===== config.mk =====
export PLATFORM = sky130hd
export DESIGN_NAME = exc_ctrl_unit
export DESIGN_NICKNAME = d
export VERILOG_FILES = /design/src/rtl/exc_ctrl_pkg.sv /design/src/rtl/exc_mode_reg.sv /design/src/rtl/exc_reason_reg.sv /design/src/rtl/exc_vector_sel.sv /design/src/rtl/exc_ctrl_unit.sv
export SDC_FILE = /design/constraint.sdc
export NUM_CORES = 1
export LEC_CHECK = 0
export BUFFER_PORTS_ARGS = -buffer_cell sky130_fd_sc_hd__buf_2
export CELL_PAD_IN_SITES_DETAIL_PLACEMENT = 1
export CELL_PAD_IN_SITES_GLOBAL_PLACEMENT = 1
export CORE_ASPECT_RATIO = 1.2
export CORE_MARGIN = 2
export CORE_UTILIZATION = 37
export CTS_BUF_LIST = sky130_fd_sc_hd__clkbuf_8 sky130_fd_sc_hd__clkbuf_16
export DETAILED_ROUTE_END_ITERATION = 7
export GPL_TIMING_DRIVEN = 0
export PLACE_DENSITY_LB_ADDON = 0.1
export SYNTH_ARGS = -nofsm -noshare
export SYNTH_HDL_FRONTEND = slang
export SYNTH_HIERARCHICAL = 1
export SYNTH_SLANG_ARGS = --single-unit

===== constraint.sdc =====
create_clock -name clk -period 2.5 [get_ports clk]
set_input_delay 0 -clock clk [delete_from_list [all_inputs] [get_ports clk]]
set_output_delay 0 -clock clk [all_outputs]
set_load 0.005 [all_outputs]

===== src/rtl/exc_ctrl_pkg.sv =====
package exc_ctrl_pkg;
    localparam int unsigned WORD_W   = 32;
    localparam int unsigned CODE_W   = 5;
    localparam int unsigned REGNO_W  = 5;
    localparam int unsigned HWIRQ_N  = 6;
    localparam int unsigned SWIRQ_N  = 2;
    localparam int unsigned IRQ_N    = HWIRQ_N + SWIRQ_N;
    localparam int unsigned STACK_W  = 6;

    localparam logic [REGNO_W-1:0] REGNO_MODE   = 5'd12;
    localparam logic [REGNO_W-1:0] REGNO_REASON = 5'd13;
    localparam logic [REGNO_W-1:0] REGNO_RETPC  = 5'd14;

    localparam logic [WORD_W-1:0] MODE_WMASK  = 32'hF27F_FF3F;
    localparam logic [WORD_W-1:0] MODE_RESET  = 32'h0040_0000;
    localparam int unsigned       BOOTSEL_BIT = 22;

    localparam logic [WORD_W-1:0] VEC_BASE_NORMAL = 32'h8000_0000;
    localparam logic [WORD_W-1:0] VEC_BASE_BOOT   = 32'hBFC0_0100;
    localparam logic [WORD_W-1:0] VEC_OFS_GENERAL = 32'h0000_0080;

    typedef struct packed {
        logic              valid;
        logic [CODE_W-1:0] code;
        logic [WORD_W-1:0] pc;
        logic              in_delay;
        logic [1:0]        cop;
    } trap_req_t;

    typedef struct packed {
        logic              bd;
        logic [1:0]        cop;
        logic [HWIRQ_N-1:0] hw_pend;
        logic [SWIRQ_N-1:0] sw_pend;
        logic [CODE_W-1:0] code;
    } reason_t;

    typedef enum logic [1:0] {STK_HOLD, STK_PUSH, STK_POP} stack_op_t;

    function automatic logic [STACK_W-1:0] stack_push(input logic [STACK_W-1:0] s);
        return {s[STACK_W-3:0], 2'b00};
    endfunction

    function automatic logic [STACK_W-1:0] stack_pop(input logic [STACK_W-1:0] s);
        return {s[STACK_W-1:STACK_W-2], s[STACK_W-1:2]};
    endfunction

    function automatic logic [WORD_W-1:0] reason_word(input reason_t r);
        logic [WORD_W-1:0] w;
        w        = '0;
        w[31]    = r.bd;
        w[29:28] = r.cop;
        w[15:10] = r.hw_pend;
        w[9:8]   = r.sw_pend;
        w[6:2]   = r.code;
        return w;
    endfunction
endpackage


===== src/rtl/exc_mode_reg.sv =====
module exc_mode_reg
    import exc_ctrl_pkg::*;
(
    input  logic              clk,
    input  logic              rst,
    input  stack_op_t         op,
    input  logic              sw_wr,
    input  logic [WORD_W-1:0] sw_data,
    output logic [WORD_W-1:0] mode_q
);
    always_ff @(posedge clk) begin
        if (rst) begin
            mode_q <= MODE_RESET;
        end else begin
            unique case (op)
                STK_PUSH: mode_q[STACK_W-1:0] <= stack_push(mode_q[STACK_W-1:0]);
                STK_POP:  mode_q[STACK_W-1:0] <= stack_pop(mode_q[STACK_W-1:0]);
                default: begin
                    if (sw_wr) mode_q <= sw_data & MODE_WMASK;
                end
            endcase
        end
    end

    a_r4_push_shift: assert property (@(posedge clk) disable iff (rst)
        op == STK_PUSH |=> mode_q[5:0] == {$past(mode_q[3:0]), 2'b00}
                           && mode_q[31:6] == $past(mode_q[31:6]));
    a_r7_pop_shift: assert property (@(posedge clk) disable iff (rst)
        op == STK_POP |=> mode_q[3:0] == $past(mode_q[5:2])
                          && mode_q[5:4] == $past(mode_q[5:4]));
    a_r2_mask_zero: assert property (@(posedge clk) disable iff (rst)
        (mode_q & ~MODE_WMASK) == '0);
endmodule


===== src/rtl/exc_reason_reg.sv =====
module exc_reason_reg
    import exc_ctrl_pkg::*;
(
    input  logic               clk,
    input  logic               rst,
    input  trap_req_t          trap,
    input  logic               sw_wr,
    input  logic [SWIRQ_N-1:0] sw_bits,
    input  logic [HWIRQ_N-1:0] hw_irq,
    input  logic [IRQ_N-1:0]   irq_mask,
    input  logic               irq_enable,
    output reason_t            reason_q,
    output logic               irq_req
);
    always_ff @(posedge clk) begin
        if (rst) begin
            reason_q <= '0;
        end else begin
            reason_q.hw_pend <= hw_irq;
            if (trap.valid) begin
                reason_q.bd   <= trap.in_delay;
                reason_q.cop  <= trap.cop;
                reason_q.code <= trap.code;
            end else if (sw_wr) begin
                reason_q.sw_pend <= sw_bits;
            end
        end
    end

    assign irq_req = irq_enable && (({reason_q.hw_pend, reason_q.sw_pend} & irq_mask) != '0);

    a_r3_hw_track: assert property (@(posedge clk) disable iff (rst)
        1'b1 |=> reason_q.hw_pend == $past(hw_irq));
    a_r5_trap_code: assert property (@(posedge clk) disable iff (rst)
        trap.valid |=> reason_q.code == $past(trap.code) && reason_q.bd == $past(trap.in_delay)
                       && reason_q.cop == $past(trap.cop) && $stable(reason_q.sw_pend));
endmodule


===== src/rtl/exc_vector_sel.sv =====
module exc_vector_sel
    import exc_ctrl_pkg::*;
(
    input  logic              boot_sel,
    input  logic              user_miss,
    output logic [WORD_W-1:0] vec
);
    logic [WORD_W-1:0] base;
    always_comb begin
        base = boot_sel ? VEC_BASE_BOOT : VEC_BASE_NORMAL;
        vec  = user_miss ? base : (base | VEC_OFS_GENERAL);
    end
endmodule


===== src/rtl/exc_ctrl_unit.sv =====
module exc_ctrl_unit
    import exc_ctrl_pkg::*;
(
    input  logic               clk,
    input  logic               rst,
    input  logic               exc_valid,
    input  logic [CODE_W-1:0]  exc_code,
    input  logic [WORD_W-1:0]  exc_pc,
    input  logic               exc_in_delay,
    input  logic [1:0]         exc_cop,
    input  logic               exc_user_miss,
    input  logic               rfe,
    input  logic               reg_wr,
    input  logic [REGNO_W-1:0] reg_addr,
    input  logic [WORD_W-1:0]  reg_wdata,
    input  logic [HWIRQ_N-1:0] hw_irq,
    output logic [WORD_W-1:0]  reg_rdata,
    output logic               irq_req,
    output logic [WORD_W-1:0]  handler_vec
);
    trap_req_t         trap;
    stack_op_t         op;
    logic [WORD_W-1:0] mode_q;
    reason_t           reason_q;
    logic [WORD_W-1:0] retpc_q;
    logic              wr_mode, wr_reason, wr_retpc;

    always_comb begin
        trap.valid    = exc_valid;
        trap.code     = exc_code;
        trap.pc       = exc_pc;
        trap.in_delay = exc_in_delay;
        trap.cop      = exc_cop;
        if (exc_valid)  op = STK_PUSH;
        else if (rfe)   op = STK_POP;
        else            op = STK_HOLD;
        wr_mode   = reg_wr && !exc_valid && !rfe && reg_addr == REGNO_MODE;
        wr_reason = reg_wr && !exc_valid && !rfe && reg_addr == REGNO_REASON;
        wr_retpc  = reg_wr && !exc_valid && !rfe && reg_addr == REGNO_RETPC;
    end

    exc_mode_reg u_mode (
        .clk(clk), .rst(rst), .op(op), .sw_wr(wr_mode), .sw_data(reg_wdata), .mode_q(mode_q)
    );

    exc_reason_reg u_reason (
        .clk(clk), .rst(rst), .trap(trap), .sw_wr(wr_reason),
        .sw_bits(reg_wdata[9:8]), .hw_irq(hw_irq),
        .irq_mask(mode_q[15:8]), .irq_enable(mode_q[0]),
        .reason_q(reason_q), .irq_req(irq_req)
    );

    exc_vector_sel u_vec (
        .boot_sel(mode_q[BOOTSEL_BIT]), .user_miss(exc_user_miss), .vec(handler_vec)
    );

    always_ff @(posedge clk) begin
        if (rst)              retpc_q <= '0;
        else if (trap.valid)  retpc_q <= trap.in_delay ? trap.pc - WORD_W'(4) : trap.pc;
        else if (wr_retpc)    retpc_q <= reg_wdata;
    end

    always_comb begin
        unique case (reg_addr)
            REGNO_MODE:   reg_rdata = mode_q;
            REGNO_REASON: reg_rdata = reason_word(reason_q);
            REGNO_RETPC:  reg_rdata = retpc_q;
            default:      reg_rdata = '0;
        endcase
    end

    a_r6_retpc: assert property (@(posedge clk) disable iff (rst)
        exc_valid |=> retpc_q == ($past(exc_in_delay) ? $past(exc_pc) - 32'd4 : $past(exc_pc)));
    a_r8_irq_needs_ie: assert property (@(posedge clk) disable iff (rst)
        irq_req |-> mode_q[0]);
    a_r10_trap_wins: assert property (@(posedge clk) disable iff (rst)
        exc_valid && rfe |=> mode_q[1:0] == 2'b00);
endmodule


---- Word-level counts from Yosys, hierarchy flattened ----
Index checks and enable logic that the tools add are counted.
word-level totals
  register bits ........................... 74
  input bits .............................. 89
  output and inout port bits .............. 65
  logic and storage cells ................. 45
operators by class
  add/sub/neg operators ................... 1
  equal/unequal tests ..................... 5
  mux-type cells .......................... 10
  bitwise logic cells ..................... 4
  reduce and logical (&&, ||, !) cells .... 16
operator list
  operator               count
  $mux 32                3
  $pmux 32 s3            1
  $sub 32x3->32 const B  1
  $mux 30                1
  $eq 5x4->1 const B     3
  $pmux 6 s2             1
  $and 8x8->8            1
  $mux 8                 1
  $reduce_bool 8->1      1
  $logic_and 1x1->1      6
  $mux 6                 1
  $reduce_and 2->1       3
  $mux 2                 2
  $reduce_bool 2->1      2
  $not 1->1              3
  $reduce_bool 3->1      1
  $eq 2x1->1 const B     1
  $eq 2x2->1 const B     1
  $logic_not 1->1        2
  $reduce_or 2->1        1

---- Logic depth before layout (Yosys ltp) ----
Gate-level depths: netlist (run 1).
  depth after elaboration ................. 6
  gate-level depth with buffers ........... 9
  gate-level depth less buffers ........... 7

---- By module ----
Netlist (run 1), hierarchy kept.
by module, submodules not included
  module          instances  cells each  area an instance (um2)  seq. area each (um2)
  exc_ctrl_unit   1          317         2651.3                  640.6
  exc_mode_reg    1          137         1093.5                  520.5
  exc_reason_reg  1          51          568.0                   320.3
  exc_vector_sel  1          34          244.0                   0.0

---- Least setup slack after synthesis (run 1) ----
OpenSTA, ideal clock, no wires.
  path kind ............................... input to register
  from .................................... in reg_addr[0]
  to ...................................... reg u_mode.mode_q[10]
  setup time .............................. 70 ps
  data arrival time ....................... 1685 ps
  required time ........................... 2430 ps
  slack ................................... 744 ps
  cell stages on the path ................. 7
  buffers on the path ..................... 3
  cell sequence ........................... buf_2 buf_1 nor4_1 and2_1 buf_2 nand2_1 a21oi_1
on the way
  word-level cells in the longest chain between the ends .. 3
RTL lines
  what                               RTL line             RTL
  start, declared                    exc_ctrl_unit.sv:14  input logic [REGNO_W-1:0] reg_addr,
  $eq 5x4->1                         exc_ctrl_unit.sv:37  wr_mode = reg_wr && !exc_valid && !rfe && reg_addr == REGNO_MODE;
  $logic_and 1x1->1                  exc_ctrl_unit.sv:37
  net wr_mode                        exc_ctrl_unit.sv:26  logic wr_mode, wr_reason, wr_retpc;
  $reduce_and 2->1 (no source line)  -
  end signal, assigned by index      exc_mode_reg.sv:16   STK_PUSH: mode_q[STACK_W-1:0] <= stack_push(mode_q[STACK_W-1:0]);
  end signal, assigned by index      exc_mode_reg.sv:17   STK_POP: mode_q[STACK_W-1:0] <= stack_pop(mode_q[STACK_W-1:0]);
  end signal, assigned               exc_mode_reg.sv:19   if (sw_wr) mode_q <= sw_data & MODE_WMASK;
  end, declared                      exc_mode_reg.sv:9    output logic [WORD_W-1:0] mode_q
The timed path passes the listed nets, and every way through them passes these cells.
A chain may end at the register's enable or synchronous reset.

---- Worst setup path in the final report (run 1) ----
  from .................................... in reg_addr[4]
  to ...................................... out reg_rdata[30]
on the way
  word-level cells in the longest chain between the ends .. 2
  elaborated cells between the ends (all ways) .. 4
  classes of those cells .................. 3 x eq/ne; 1 x mux
RTL lines
  what           RTL line             RTL
  $eq 5x4->1     exc_ctrl_unit.sv:64  unique case (reg_addr)
  $pmux 32 s3 *  exc_ctrl_unit.sv:64
  end, declared  exc_ctrl_unit.sv:17  output logic [WORD_W-1:0] reg_rdata,
Every way passes the cells marked *; elsewhere a longest branch is shown, timed or not.

==> metrics.txt, run 1 <==
total placed cells including tap cells=856; Clock Path Buffers=2; setup repair bufs after CTS=0; CP peak stage delay=0.55 ns; Layout Cell Area excl Fill=0.006221 mm2; root buf cell=clkbuf_16; worst hold path class=in -> reg; R2R depth=3; sequential area share after synthesis=32.51%; Routability Congestion=0.8647; initial antenna violation count=0; power density over cell area=468.1 mW/mm2; Fin. Hold Viols=0; LEAKAGE=2.664 nW; Final Cycle Share=88.93%; worst reg2reg setup slack=1.51 ns; Antenna Nets Post-Route=0; drt pass-1 iters=4; pins over their slew limit=0; TritonCTS Buffers=9; vias=4731; max cap viols=0; FMAX=0.4498 GHz; Arr. time, crit path=2.22 ns; WHS Path Cells=3; CP endpoint kind=output pin; layout net count=845; Power, Total=2.912 mW; Sw Ratio=26.73%; Int Pwr=2.134 mW; RR Endpoint=u_mode/mode_q[2]; Comb pwr share=17.2%; gr ovfl total=0; Post-route DRC=0; Core Box Area=0.01206 mm2; first-pass GRT wire length=26.75 mm; family with the most delay on the worst path=buffers and inverters; Mean Syn Cell Area=8.454 um2; port buffer count=131; Reg clk slew, reported paths=0.06 ns; TNS Setup=0 ns; CTS tree=yes; Clk Latency, worst-skew pair=0.33 ns; Post-Layout Cell Count=917; Slowest-stage cell, CP=clkbuf_1; fin crit period=2.223 ns; setup violators final=0; n_diodes=0; Total GRT Usage=26.11%; # resized after CTS=0; Routed WL=16.92 mm; Mapped Area=0.004557 mm2; FF+latch count, synth=74; r2r startpoint=u_mode/mode_q[0]; dpl hpwl=12.51 mm; Startpoint Class=input pin; clock sinks=74; num rows=44; Yosys cell types=56; HP Start=exc_pc[15]; Clock power frac=38.9%; number of vias per cell=5.159; kind of critical path=in -> out; vias in the first global route=5029; Seq pwr share=43.9%; P_sw=778.5 uW; layout cell share with drive strength beyond 1=29.23%; unrepaired setup endpoints after global routing=no; WHS=0.009110 ns; Rel. slew slack=36.32%; Clock Skews=0.003738 ns; DR WL/cell=18.45 um; Peak VDD IR=296.4 uV; Yosys warning total=6; Die X=105.3 um; cells along the critical path=buf_2 -> and3b_1 -> nand2b_1 -> clkbuf_1 -> nor2_1 -> clkbuf_1 -> a22o_1 -> buf_2; Mapped Cells=539; hold path endpoint=retpc_q[15]; area delta synth->final=36.52%; Die H=125.6 um; Area after DPL=0.005508 mm2; pin count of the biggest net entering global routing=12; Fill cells=1511; Initial Util=37.80%; WP data required=2.50 ns; status=finished, final reports clean; die area=0.01322 mm2; I/O pins=154; CP Max Fanout=10; CTS HTree Levels=3; Slew @ Worst Pin=0.9465 ns; CP bufs+invs=4; Initial DRC Count=269
-- worst min-delay path, delay by kind of cell --
kind / cells / cell delay (ns)
xor gates and xnor gates: 1 / 0.13
buffers and inverters: 1 / 0.11
AOI/OAI and AO/OA: 1 / 0.07
-- cells by family (layout without fill, tap and decap cells) --
kind of cell    after synthesis  in the layout  synth area share, %
buf+inv                      86            278                10.52
other cells                   3             28               0.2471
compound gates              124            124                19.41
fa+ha+maj                     4              4                1.098
simple gates                182            182                22.16
flops                        74             74                32.51
xor+xnor                     26             26                4.997
mux                          40             40                9.061
-- routing by layer --
layer / vias up / global-route usage, % / share of wire [%]
li1: 2297 / - / -
met1: 2246 / 31.73 / 42
met2: 158 / 46.72 / 51
met3: 30 / 3.128 / 5.0
met4: 0 / 9.804 / 2.3
met5: - / 0 / 0
-- through the flow --
step / utilization [%] / setup WS, ns
3_5_place_dp: 45.68 / -0.01379
2_1_floorplan: - / 0.7442
6_report: 51.60 / 0.2767
4_1_cts: 51.60 / 0.2620
3_3_place_gp: 45.68 / 0.02437
5_1_grt: 51.60 / 0.1065
-- sequential cells by signal (all words and copies together) (netlist names) --
register / count
u_mode/mode_q: 26
u_reason/reason_q: 16
retpc_q: 32
-- power groups by stage --
| stage | Sequential, mW | Combinational, mW | Clock (mW) |
|---|---|---|---|
| detailed placement | 1.30 | 0.437 | 0 |
| finish | 1.28 | 0.502 | 1.13 |
| global route | 1.28 | 0.548 | 1.20 |
| CTS | 1.28 | 0.494 | 1.15 |
| global placement | 1.30 | 0.428 | 0 |
| floorplan | 1.29 | 0.256 | 0 |
-- cells in the mapped netlist (all sizes together) --
master	n	area, um2
dfxtp	74	1481
nand2	70	262.8
buf	49	340.3
a211oi	38	295.3
nor2	33	131.4
mux2i	30	300.3
clkbuf	25	93.84
a21oi	22	110.1
xnor2	19	166.4
o21ai	18	90.09
a22o	16	140.1
or3	13	81.33
inv	12	45.04
and3	11	68.82
o31ai	11	82.58
mux2	10	112.6
nor3	10	66.32
nor4	10	106.4
nor2b	9	63.81
xor2	7	61.31
a221oi	4	35.03
a22oi	4	30.03
ha	4	50.05
nand3	4	20.02
nand4	4	46.29
nor4b	4	50.05
a311oi	3	26.28
conb	3	11.26
nand2b	3	18.77
a211o	2	20.02
a31oi	2	12.51
and2	2	12.51
and3b	2	17.52
a2111oi	1	15.01
a31o	1	8.760
a41oi	1	8.760
and4b	1	10.01
and4bb	1	12.51
nand3b	1	7.510
nand4b	1	8.760
nor3b	1	7.510
o21ba	1	10.01
or4	1	7.510
or4b	1	10.01
-- how the worst max path moves through the flow --
stage,cells after the start,end,slack [ns],startpoint
3_3_place_gp,10,u_mode/mode_q[15],0.02,exc_valid
6_report,8,reg_rdata[30],0.28,reg_addr[4]
3_5_place_dp,10,u_mode/mode_q[16],-0.01,exc_valid
5_1_grt,9,u_mode/mode_q[19],0.11,reg_addr[4]
4_1_cts,8,reg_rdata[30],0.26,reg_addr[4]
2_1_floorplan,7,u_mode/mode_q[10],0.74,reg_addr[0]
-- repair_timing --
item | 4_1_cts | 5_1_grt
hold endpoints to repair | 42 | 0
endpoints found under the setup margin | 0 | 0
hold buffers | 46 | 0
-- layout by cell type, fill, tap and decap left out, types with 3 or more instances in the layout --
master	netlist	final
buf_4	37	37
o21ai_0	18	18
clkinv_2	0	4
o31ai_1	11	11
nor3_1	8	8
dlygate4sd3_1	0	46
buf_2	8	139
and3_1	11	11
a221oi_1	4	4
clkbuf_16	0	9
clkbuf_1	25	25
xor2_1	7	7
nand3_1	4	4
xnor2_1	19	19
mux2i_1	30	30
mux2_2	10	10
nand2_1	70	70
nor2b_1	8	8
conb_1	3	28
a21oi_1	22	22
ha_1	4	4
dfxtp_1	74	74
nor2_1	32	32
nand2b_1	3	3
a211oi_1	36	36
a311oi_1	3	3
a22oi_1	4	4
inv_1	12	14
buf_1	3	3
nor4b_1	3	3
a22o_1	16	16
or3_1	13	13
nor4_1	3	3
nor4_2	7	7
-- cell type report --
type | instances | area (um2) | share of cell area, %
buffer | 74 | 434.2 | 6.979
clock buffer | 9 | 225.2 | 3.620
inverter | 12 | 45.04 | 0.7241
multi-input combinational | 404 | 2690 | 43.24
timing repair buffer | 177 | 1116 | 17.94
clock inverter | 6 | 27.53 | 0.4425
sequential | 74 | 1481 | 23.81
tap | 161 | 201.4 | 3.238
No activity file was read; power rests on OpenSTA's default activity.
==> inputs of run 2 (changes only) <==
ABC_AREA = 1   (was unset)
CORE_UTILIZATION = 35   (was 37)
CTS_CLUSTER_DIAMETER = 120   (was unset)
PLACE_DENSITY = 0.89   (was unset)
PLACE_DENSITY_LB_ADDON = unset   (was 0.1)
==> run 2 against run 1 <==
  * The run now ends with hold timing left
  * Final cell count up 25%
  * Non-clock buffer count down 9
  * Synthesized cell count up 41%
  * Count of clock-buffer cells in the layout up 2
  * Total power up 17%
  * First-iteration DRC count up 45%
  * Fmax up 25%
  * Flip-flop and latch count unchanged
==> metrics.txt, run 2 <==
Mapped Cells=761 (+41%); CP endpoint kind=flip-flop; Largest Register=retpc_q; most common cell after layout, fill and taps aside=nand2_1; top_reg_cell synth=dfxtp_1; Core Box Area=0.01370 mm2 (+14%); LEAKAGE=3.204 nW (+20%); Routed WL=19.79 mm (+17%); Antenna Nets Post-Route=0 (unchanged); Post-route DRC=0 (unchanged); Fin. Hold Viols=1 (+1); port buffer count=131 (unchanged); Synth top cells by count=nand2_1, nor2_1, dfxtp_1; fin crit period=1.773 ns (-0.4500 ns); Synth area leader=dfxtp_1; clock sinks=74 (unchanged); worst reg2reg setup slack=1.22 ns (-0.29 ns); CTS HTree Levels=3 (unchanged); max cap viols=0 (unchanged); Clock Skews=0.001605 ns (-0.002133 ns); Die H=133.5 um (+6.3%); FMAX=0.5639 GHz (+25%); Async SR Flop Fraction=0% (unchanged); area delta synth->final=35.73%; Slew @ Worst Pin=0.6095 ns (-0.3369 ns); TNS Setup=0 ns (unchanged); WHS Path Cells=5 (+2); layout cell share with drive strength beyond 1=26.43% (-2.8 points); number of vias per cell=5.081 (-1.5%); layout net count=1064 (+26%); DR WL/cell=17.25 um (-6.5%); # resized after CTS=0 (unchanged); Clk Latency, worst-skew pair=0.35 ns (+0.02 ns); unrepaired setup endpoints after global routing=no; Reg clk slew, reported paths=0.06 ns (about the same); Clock Path Buffers=2 (unchanged); Peak VDD IR=433.8 uV (+46%); vias=5828 (+23%); pins over their slew limit=0 (unchanged); Initial Util=35.70% (-2.1 points); TritonCTS Buffers=9 (unchanged); largest cells by area after synthesis=dfxtp_1, nand2_1, nor2_1; die area=0.01494 mm2 (+13%); failing checks=hold timing; drt pass-1 iters=5 (+1); Die X=111.9 um (+6.3%); status=finished with violations; Regs by FF count=retpc_q (32), u_mode/mode_q (26), u_reason/reason_q (16); Final Cycle Share=70.93% (-18 points); kind of critical path=in -> reg; Routability Congestion=0.8993 (+4.0%); vias in the first global route=5934 (+18%); R2R depth=3 (unchanged); root buf cell=clkbuf_16; sequential area share after synthesis=30.28% (-2.2 points); top-count cell post-synth=nand2_1; setup violators final=0 (unchanged); Mean Syn Cell Area=6.429 um2 (-24%); Area after DPL=0.005856 mm2 (+6.3%); WHS=-0.008601 ns (-0.01771 ns); Layout Cell Area excl Fill=0.006640 mm2 (+6.7%); power density over cell area=514.6 mW/mm2 (+9.9%); post-synth top area share=30.28% (-2.2 points); Yosys warning total=6 (unchanged); Total GRT Usage=26.06% (-0.049 points); Fill cells=1846 (+22%); Setup Slack @ Placement=0.4259 ns (+0.4397 ns); CP Max Fanout=10 (unchanged); Mapped Area=0.004892 mm2 (+7.4%); dpl hpwl=14.10 mm (+13%); num rows=47 (+6.8%); first-pass GRT wire length=30.71 mm (+15%); Power, Total=3.417 mW (+17%); worst hold path class=in -> reg; I/O pins=154 (unchanged); Rel. slew slack=59.37% (+23 points); WP data required=2.77 ns (+0.27 ns); initial antenna violation count=0 (unchanged); Startpoint Class=input pin; final setup margin=0.7267 ns (+0.4500 ns); gr ovfl total=0 (unchanged); CTS tree=yes; commonest cells after routing, fill and taps aside=nand2_1, buf_2, nor2_1, dfxtp_1; EDFF count, synth=0 (unchanged); Initial DRC Count=389 (+45%); pin count of the biggest net entering global routing=13 (+1); n_diodes=0 (unchanged); Yosys cell types=40 (-29%); Arr. time, crit path=2.04 ns (-0.18 ns); FF+latch count, synth=74 (unchanged); max FFs per register=32 (unchanged)
-- run 2: cell count changes in the layout (fill, tap and decap cells not counted), sizes merged, moves of 18 or more --
cell    previous run  this run
a211oi            38         1
a21oi             22        51
inv               14        54
mux2i             30         0
nand2             70       232
nand3              4        45
nor2              33       136
o21ai             18        43
xnor2             19         1
-- run 2: per-layer routing --
layer  vias to the layer above  routed length, um  GRT usage, %
met5                         -                  0             0
met1                      2740               8032         30.94
met2                       238               9752         45.62
met4                         0                772         12.76
met3                        57               1233         4.095
li1                       2793                  -             -
-- run 2: layout make-up --
| type | count | area (um2) | area share [%] |
|---|---|---|---|
| Timing Repair Buffer | 174 | 1086 | 16.36 |
| Clock buffer | 11 | 252.7 | 3.806 |
| Multi-Input combinational cell | 590 | 2804 | 42.23 |
| Inverter | 54 | 215.2 | 3.241 |
| Buffer | 68 | 485.5 | 7.311 |
| Tap cell | 171 | 214.0 | 3.222 |
| Sequential cell | 74 | 1481 | 22.31 |
| Clock inverter | 5 | 101.3 | 1.526 |
-- run 2: through the flow --
step                instances  utilization, %
floorplan                 786               -
global placement         1088           42.74
detailed placement       1088           42.74
CTS                      1147           48.46
global route             1147           48.46
finish                   1147           48.46
-- run 2: worst paths after layout --
check,from,end
max,exc_valid,u_mode/mode_q[17]
min,reg_wdata[1],u_mode/mode_q[1]
max reg2reg,retpc_q[0],retpc_q[0]
min reg2reg,retpc_q[4],retpc_q[4]
-- run 2: power breakdown --
part           internal, mW  switching, mW  leakage (nW)
Sequential             1.24         0.0404         0.608
Clock                  1.03          0.542         0.173
Combinational         0.244          0.328          2.42
-- run 2: critical path, cell delays in order --
cell      delay (ns)
buf_2           0.18
buf_6           0.19
clkbuf_1        0.44
nor2_1          0.14
ha_1            0.30
buf_4           0.17
nand2_2         0.12
inv_2           0.11
buf_6           0.15
nor2_1          0.06
nor2_1          0.18
-- run 2: what timing repair did --
item                                    in CTS  in global routing
endpoints found under the setup margin       0                  0
setup buffers                                0                  0
hold buffers                                43                  0
hold endpoints to repair                    43                  0
-- run 2: kinds of logic after synthesis --
kind of cell	Yosys count	synth area share, %
xor+xnor	9	1.611
compound gates	126	15.50
flops	74	30.28
simple gates	423	37.03
buf+inv	122	14.32
other cells	3	0.2302
fa+ha+maj	4	1.023
